File: config.mk
export PLATFORM = sky130hd
export DESIGN_NAME = sdac_switch_decoder
export DESIGN_NICKNAME = d
export VERILOG_FILES = /design/src/rtl/sdac_pkg.sv /design/src/rtl/sdac_therm_dec.sv /design/src/rtl/sdac_steer_reg.sv /design/src/rtl/sdac_enable_ctl.sv /design/src/rtl/sdac_weigher.sv /design/src/rtl/sdac_switch_decoder.sv
export SDC_FILE = /design/constraint.sdc
export NUM_CORES = 1
export LEC_CHECK = 0
export CORE_MARGIN = 8
export CORE_UTILIZATION = 25
export CTS_CLUSTER_DIAMETER = 200
export CTS_CLUSTER_SIZE = 24
export DETAILED_ROUTE_END_ITERATION = 10
export GPL_TIMING_DRIVEN = 0
export PLACE_DENSITY = 0.56
export RECOVER_POWER = 50
export SYNTH_ARGS = -nofsm -noshare
export SYNTH_HDL_FRONTEND = slang
export SYNTH_HIERARCHICAL = 1
export SYNTH_SLANG_ARGS = --single-unit
File: constraint.sdc
create_clock -name clk -period 15.99 [get_ports clk]
set_clock_uncertainty 0.1 [all_clocks]
set_input_delay 2.3985 -clock clk [delete_from_list [all_inputs] [get_ports clk]]
set_output_delay 2.3985 -clock clk [all_outputs]
set_load 0.01 [all_outputs]
File: src/rtl/sdac_pkg.sv
package sdac_pkg;

    localparam int CODE_W_DEF = 8;
    localparam int HI_W_DEF   = 5;
    localparam int WT_W_DEF   = 11;

    typedef enum logic {
        PWR_ON    = 1'b0,
        PWR_SLEEP = 1'b1
    } pwr_e;

    function automatic int unsigned units_of(input int unsigned bits);
        return (32'd1 << bits) - 32'd1;
    endfunction

endpackage

File: src/rtl/sdac_therm_dec.sv
module sdac_therm_dec #(
    parameter int VAL_W = 5,
    localparam int N    = (1 << VAL_W) - 1
) (
    input  logic [VAL_W-1:0] val,
    output logic [N-1:0]     line
);

    generate
        for (genvar i = 0; i < N; i++) begin : g_line
            assign line[i] = (val > VAL_W'(i));
        end
    endgenerate

endmodule

File: src/rtl/sdac_steer_reg.sv
module sdac_steer_reg #(
    parameter int HI_N = 31,
    parameter int LO_N = 7
) (
    input  logic            clk,
    input  logic            rst,
    input  logic            load,
    input  logic [HI_N-1:0] hi_d,
    input  logic [LO_N-1:0] lo_d,
    output logic [HI_N-1:0] hi_q,
    output logic [LO_N-1:0] lo_q
);

    always_ff @(posedge clk) begin
        if (rst) begin
            hi_q <= '0;
            lo_q <= '0;
        end else if (load) begin
            hi_q <= hi_d;
            lo_q <= lo_d;
        end
    end

    AST_HI_THERM: assert property (@(posedge clk) disable iff (rst)
        ((hi_q & (hi_q + HI_N'(1))) == '0));
    AST_LO_THERM: assert property (@(posedge clk) disable iff (rst)
        ((lo_q & (lo_q + LO_N'(1))) == '0));
    AST_HOLD_IN_SLEEP: assert property (@(posedge clk) disable iff (rst)
        !load |=> ($stable(hi_q) && $stable(lo_q)));

endmodule

File: src/rtl/sdac_enable_ctl.sv
module sdac_enable_ctl
    import sdac_pkg::*;
#(
    parameter int HI_N = 31,
    parameter int LO_N = 7
) (
    input  logic            clk,
    input  logic            rst,
    input  logic            sleep,
    output logic [HI_N-1:0] hi_en,
    output logic [LO_N-1:0] lo_en
);

    pwr_e state;

    always_ff @(posedge clk) begin
        if (rst) begin
            state <= PWR_ON;
        end else begin
            state <= sleep ? PWR_SLEEP : PWR_ON;
        end
    end

    assign hi_en = (state == PWR_ON) ? '1 : '0;
    assign lo_en = (state == PWR_ON) ? '1 : '0;

    AST_SLEEP_OFF: assert property (@(posedge clk) disable iff (rst)
        sleep |=> ((hi_en == '0) && (lo_en == '0)));
    AST_AWAKE_ON: assert property (@(posedge clk) disable iff (rst)
        !sleep |=> ((&hi_en) && (&lo_en)));

endmodule

File: src/rtl/sdac_weigher.sv
module sdac_weigher #(
    parameter int HI_N = 31,
    parameter int LO_N = 7,
    parameter int LO_W = 3,
    parameter int WT_W = 11
) (
    input  logic [HI_N-1:0] hi_line,
    input  logic [LO_N-1:0] lo_line,
    output logic [WT_W-1:0] w_true,
    output logic [WT_W-1:0] w_comp
);

    logic [WT_W-1:0] hi_on, lo_on, hi_off, lo_off;

    always_comb begin
        hi_on  = '0;
        hi_off = '0;
        for (int i = 0; i < HI_N; i++) begin
            hi_on  = hi_on  + WT_W'(hi_line[i]);
            hi_off = hi_off + WT_W'(!hi_line[i]);
        end
    end

    always_comb begin
        lo_on  = '0;
        lo_off = '0;
        for (int i = 0; i < LO_N; i++) begin
            lo_on  = lo_on  + WT_W'(lo_line[i]);
            lo_off = lo_off + WT_W'(!lo_line[i]);
        end
    end

    assign w_true = (hi_on  << LO_W) + lo_on;
    assign w_comp = (hi_off << LO_W) + lo_off;

endmodule

File: src/rtl/sdac_switch_decoder.sv
module sdac_switch_decoder
    import sdac_pkg::*;
#(
    parameter int CODE_W = CODE_W_DEF,
    parameter int HI_W   = HI_W_DEF,
    parameter int WT_W   = WT_W_DEF,
    localparam int LO_W  = CODE_W - HI_W,
    localparam int HI_N  = (1 << HI_W) - 1,
    localparam int LO_N  = (1 << LO_W) - 1,
    localparam int FULL  = (1 << CODE_W) - 1
) (
    input  logic              clk,
    input  logic              rst,
    input  logic [7:0]        din,
    input  logic              sleep,
    output logic [30:0]       hi_steer,
    output logic [6:0]        lo_steer,
    output logic [30:0]       hi_enable,
    output logic [6:0]        lo_enable,
    output logic [10:0]       weight_true,
    output logic [10:0]       weight_comp
);

    logic [HI_N-1:0] hi_dec;
    logic [LO_N-1:0] lo_dec;

    sdac_therm_dec #(.VAL_W(HI_W)) u_hi_dec (
        .val  (din[CODE_W-1:LO_W]),
        .line (hi_dec)
    );

    sdac_therm_dec #(.VAL_W(LO_W)) u_lo_dec (
        .val  (din[LO_W-1:0]),
        .line (lo_dec)
    );

    sdac_steer_reg #(.HI_N(HI_N), .LO_N(LO_N)) u_steer (
        .clk  (clk),
        .rst  (rst),
        .load (!sleep),
        .hi_d (hi_dec),
        .lo_d (lo_dec),
        .hi_q (hi_steer),
        .lo_q (lo_steer)
    );

    sdac_enable_ctl #(.HI_N(HI_N), .LO_N(LO_N)) u_en (
        .clk   (clk),
        .rst   (rst),
        .sleep (sleep),
        .hi_en (hi_enable),
        .lo_en (lo_enable)
    );

    sdac_weigher #(.HI_N(HI_N), .LO_N(LO_N), .LO_W(LO_W), .WT_W(WT_W)) u_wt (
        .hi_line (hi_steer),
        .lo_line (lo_steer),
        .w_true  (weight_true),
        .w_comp  (weight_comp)
    );

    AST_ONE_CYCLE_LATENCY: assert property (@(posedge clk) disable iff (rst)
        !sleep |=> (weight_true == WT_W'($past(din))));
    AST_TRUE_IS_CODE: assert property (@(posedge clk) disable iff (rst)
        (weight_true <= WT_W'(FULL)));
    AST_SIDES_SUM: assert property (@(posedge clk) disable iff (rst)
        ((weight_true + weight_comp) == WT_W'(FULL)));

endmodule

==> Yosys cells after proc, flatten, opt, wreduce, memory -nomap -nowiden <==
Cells that the tools add are included.
{ "op_classes": {"mux": 3, "n_eq_ne": 0, "n_lt_le_gt_ge": 38, "n_addsub": 74, "n_reduce_logical": 38, "div": 0, "bitwise": 0, "shift": 0, "n_mul": 0} }
{ "ops": {"columns": ["op", "n"], "rows": [
  ["8-bit by 1-bit adder with 8-bit output", 58],
  ["11-bit by 1-bit adder with 11-bit output", 10],
  ["5-bit greater-than comparator, second input constant", 15],
  ["5-bit by 4-bit greater-than comparator with 1-bit output, second input constant", 8],
  ["1-bit logical NOT", 38],
  ["31-bit two-way mux", 1],
  ["11-bit adder", 2],
  ["5-bit by 3-bit greater-than comparator with 1-bit output, second input constant", 4],
  ["5-bit by 1-bit greater-than comparator with 1-bit output, second input constant", 2],
  ["5-bit by 2-bit greater-than comparator with 1-bit output, second input constant", 2],
  ["3-bit greater-than comparator, second input constant", 3],
  ["1-bit by 1-bit adder with 2-bit output", 4],
  ["7-bit two-way mux", 1],
  ["3-bit by 1-bit greater-than comparator with 1-bit output, second input constant", 2],
  ["3-bit by 2-bit greater-than comparator with 1-bit output, second input constant", 2],
  ["1-bit two-way mux", 1]
]} }
{ "word_totals": {"romBits": 0, "output_inout_bits": 98, "wordCells": 156, "memories": 0, "regBits": 39, "inputBits": 11, "mem_bits_rw": 0, "latch_bits": 0} }

==> Longest topological paths before layout <==
{ "logic_depth": {"depth_word": 32, "ltp_mapped": 16, "depth_no_buf": 16} }

==> Hierarchy <==
Netlist, hierarchy kept.
{ "by_module_without_submodules": {"columns": ["mod", "n_inst", "seq_area_each_um2", "area_per_inst_um2", "cells_per_inst"], "rows": [
  ["sdac_weigher", 1, 0.0, 1657.8, 174],
  ["sdac_steer_reg", 1, 760.7, 1358.8, 122],
  ["sdac_enable_ctl", 1, 20.0, 315.3, 40],
  ["sdac_therm_dec at u_hi_dec", 1, 0.0, 305.3, 57],
  ["sdac_therm_dec at u_lo_dec", 1, 0.0, 47.5, 7],
  ["sdac_switch_decoder", 1, 0.0, 3.8, 1]
]} }

==> Worst setup path before layout <==
OpenSTA, ideal clock, no wires.
{ "synth_path": {"kind": "register to output", "startpoint": "register u_steer.hi_q[17]", "endpoint": "output weight_true[7]", "setup_slack_ns": 8.726, "arrival_ns": 4.766, "t_required_ns": 13.492, "path_stages_with_launch": 16, "path_buffers": 0, "path_cell_list": "dfxtp_1 inv_1 fa_1 fa_1 inv_1 fa_1 inv_1 fa_1 fa_1 fa_1 inv_1 fa_1 fa_1 a21o_1 a21oi_2 xnor2_1"} }
{ "synth_between": {"elab_chain_cells": 15} }
{ "synth_lines": {"columns": ["item", "line", "text"], "rows": [
  ["from (decl)", "sdac_steer_reg.sv:10", "output logic [HI_N-1:0] hi_q,"],
  ["from (signal assigned)", "sdac_steer_reg.sv:19", "hi_q <= hi_d;"],
  ["8-bit by 1-bit adder with 8-bit output (14 in a row)", "sdac_weigher.sv:19", "hi_on = hi_on + WT_W'(hi_line[i]);"],
  ["11-bit adder", "sdac_weigher.sv:33", "assign w_true = (hi_on << LO_W) + lo_on;"],
  ["to (decl)", "sdac_switch_decoder.sv:20", "output logic [10:0] weight_true,"]
]} }
Every way passes these cells.

==> Worst setup path in the final report <==
{ "layout_path": {"startpoint": "register u_steer.hi_q[23]", "endpoint": "output weight_true[7]"} }
{ "layout_between": {"elab_chain_cells": 9} }
{ "layout_lines": {"columns": ["item", "line"], "rows": [
  ["8-bit by 1-bit adder with 8-bit output (8 in a row)", "sdac_weigher.sv:19"],
  ["11-bit adder", "sdac_weigher.sv:33"]
]} }
Every way passes these cells.

==> results.json <==
{
  "status": "complete, no violations",
  "avgViaCountPerCell": 3.96,
  "fp.dieW_um": 137,
  "cp.required_ns": 13.49,
  "leakage_nw": 2.45,
  "cts_resized": 0,
  "dieArea_um2": 18900,
  "fmax_mhz": 121,
  "wl_per_cell_um": 13.2,
  "drcViolationCount": 0,
  "pin_count": 109,
  "synth_common_cells": "inv_1 (92), fa_1 (49), nor2_1 (49)",
  "clock-sinks": 39,
  "ys.flop_type": "dfxtp_1",
  "vias": 2757,
  "finalPower_mw": 0.757,
  "h-tree-depth": 2,
  "yosysSeqAreaShare_pct": 21.2,
  "drive_gt1_share_pct": 12.9,
  "fin_crit_ns": 8.24,
  "finalMaxSlewViolations": 0,
  "cp-start-kind": "flip-flop",
  "worst_slew_pin_slew_ns": 0.960,
  "place_congestion": 0.802,
  "async_reset_ff_share_pct": 0,
  "ir_drop_uv": 133,
  "yosysMostFrequentCell": "inv_1",
  "critical_path_class": "reg -> out",
  "avgSynthCellArea_um2": 9.20,
  "syn_inst": 401,
  "ant_nets": 0,
  "gr-usage-all-layers_pct": 9.72,
  "slew_headroom_pct": 35.9,
  "clk-insertion-delay-late_ns": 0.28,
  "cts_root_buf": "clkbuf_16",
  "critPathMaxFanout": 3,
  "yosysTopAreaCell": "fa_1",
  "synth_edf_count": 0,
  "dp.final_hpwl_um": 7960,
  "max-cap-violations": 0,
  "syn_to_final_growth_pct": 37.0,
  "synth_area_leaders": "fa_1 (27%), dfxtp_1 (21%), mux2i_1 (10%)",
  "antenna_found_initial": 0,
  "syn_area_um2": 3690,
  "hp-class": "reg -> reg",
  "ys_types": 41,
  "critPathArrivalTime_ns": 5.74,
  "synth.top_cell.area_share_pct": 26.6,
  "fin_hold_ws_ns": 0.422,
  "core_area_um2": 14500,
  "clockBufferDepth": 2,
  "min_from": "u_steer/hi_q[17]$_SDFFE_PP0P_",
  "grt_max_degree": 39,
  "reg2reg_from": "u_steer/hi_q[16]$_SDFFE_PP0P_",
  "numCtsBuffers": 5,
  "clkTransAtPathRegs_ns": 0.06,
  "rsz0062_at_grt": "false",
  "fp.dieH_um": 137,
  "first_pass_iters": 4,
  "num_rows": 44,
  "grt_pass1_wl_um": 14500,
  "fin_crit_sh_pct": 51.5,
  "cts_setup_buffers": 0,
  "cts_tree": "done",
  "cp-startpoint": "u_steer/hi_q[23]$_SDFFE_PP0P_",
  "first_global_vias": 2884,
  "hold_buffers": 0,
  "antennaDiodeCount": 0,
  "yosysWarnings": 6,
  "grt-ovfl-total": 0,
  "initial_core_util_pct": 25.5,
  "wirelength_um": 9230,
  "setup_violations": 0,
  "crit_path_end_kind": "output port",
  "portBuffers": 101,
  "drtIter0Drc": 110,
  "power.density_nw_per_um2": 150,
  "finish.net_count": 586,
  "synth_seq_cells": 39,
  "fin_setup_tns_ns": 0,
  "finalHoldViolCount": 0
}
[metal layers]
layer | track usage (%) | vias to the layer above | wire length, µm
li1 | - | 1370 | -
met1 | 11.4 | 1296 | 3820
met2 | 17.4 | 85 | 4520
met3 | 2.70 | 6 | 823
met4 | 1.57 | 0 | 62
met5 | 0 | - | 0
[registers in the layout, indices dropped and copies added (netlist names)]
signal        cells
u_steer/hi_q     31
u_steer/lo_q      7
u_en/state        1
[final timing paths]
kind / endpoint / slack (ns) / depth (start not counted)
max: weight_true[7] / 7.76 / 16
min: u_steer/hi_q[17]$_SDFFE_PP0P_ / 0.42 / 2
max reg2reg: u_steer/hi_q[16]$_SDFFE_PP0P_ / 15.10 / 2
min reg2reg: u_steer/hi_q[17]$_SDFFE_PP0P_ / 0.42 / 2
[placed cells by master (no fill, tap or decap), types with 2 or more instances in the layout]
cell,n
clkdlybuf4s50_1,72
nand2_1,14
inv_1,92
a21boi_0,3
xnor2_1,3
o21a_1,2
nor3_1,2
dlygate4sd3_1,29
dfxtp_1,39
fa_1,49
xor2_1,3
clkbuf_1,9
ha_1,14
nand2b_1,2
a21o_1,3
a21oi_2,3
o21ai_0,4
buf_6,3
mux2i_1,38
nor2b_1,2
clkbuf_8,2
a21oi_1,5
clkbuf_16,5
conb_1,4
o21bai_1,2
nor2_1,49
buf_4,43
[metrics by stage]
stage	cell area [µm²]	worst slack, ns	utilization (%)	instances
floorplan	3700	8.73	-	404
global placement	4940	8.03	34.1	689
detailed placement	4940	8.03	34.1	689
CTS	5100	7.71	35.2	697
global route	5050	7.53	34.9	697
finish	5050	7.76	34.9	697
[kinds of logic (layout without fill, tap and decap cells)]
family	after synthesis	after routing	share of synthesized area [%]
AO/OA/AOI/OAI	26	26	4.82
multiplexers	38	38	10.3
other	1	4	0.102
flip-flops	39	39	21.2
adder cells (fa/ha/maj)	63	63	31.3
AND/OR/NAND/NOR	79	79	9.43
XOR/XNOR	6	6	1.42
buffers and inverters	149	258	21.4
[critical path: stages (launching register included)]
cell and delay [ns]:
dfxtp_1 0.35, inv_1 0.07, fa_1 0.56, fa_1 0.51, inv_1 0.05, fa_1 0.47
inv_1 0.05, fa_1 0.47, fa_1 0.50, fa_1 0.49, inv_1 0.05, fa_1 0.43
fa_1 0.43, a21o_1 0.19, a21oi_2 0.14, xnor2_1 0.13, clkdlybuf4s50_1 0.56
[report_power, final]
group	leakage, nW	internal [mW]	switching [mW]
Sequential	0.322	0.103	0.00679
Combinational	2.05	0.292	0.252
Clock	0.0772	0.0664	0.0372
[cell type report]
type,count,area [µm²]
Fill cell,1483,9430
Multi-Input combinational cell,216,2130
Timing Repair Buffer,101,1010
Sequential cell,39,781
Buffer,57,400
Inverter,92,345
Tap cell,184,230
Clock buffer,8,156
Power figures use the tool's default switching activity.
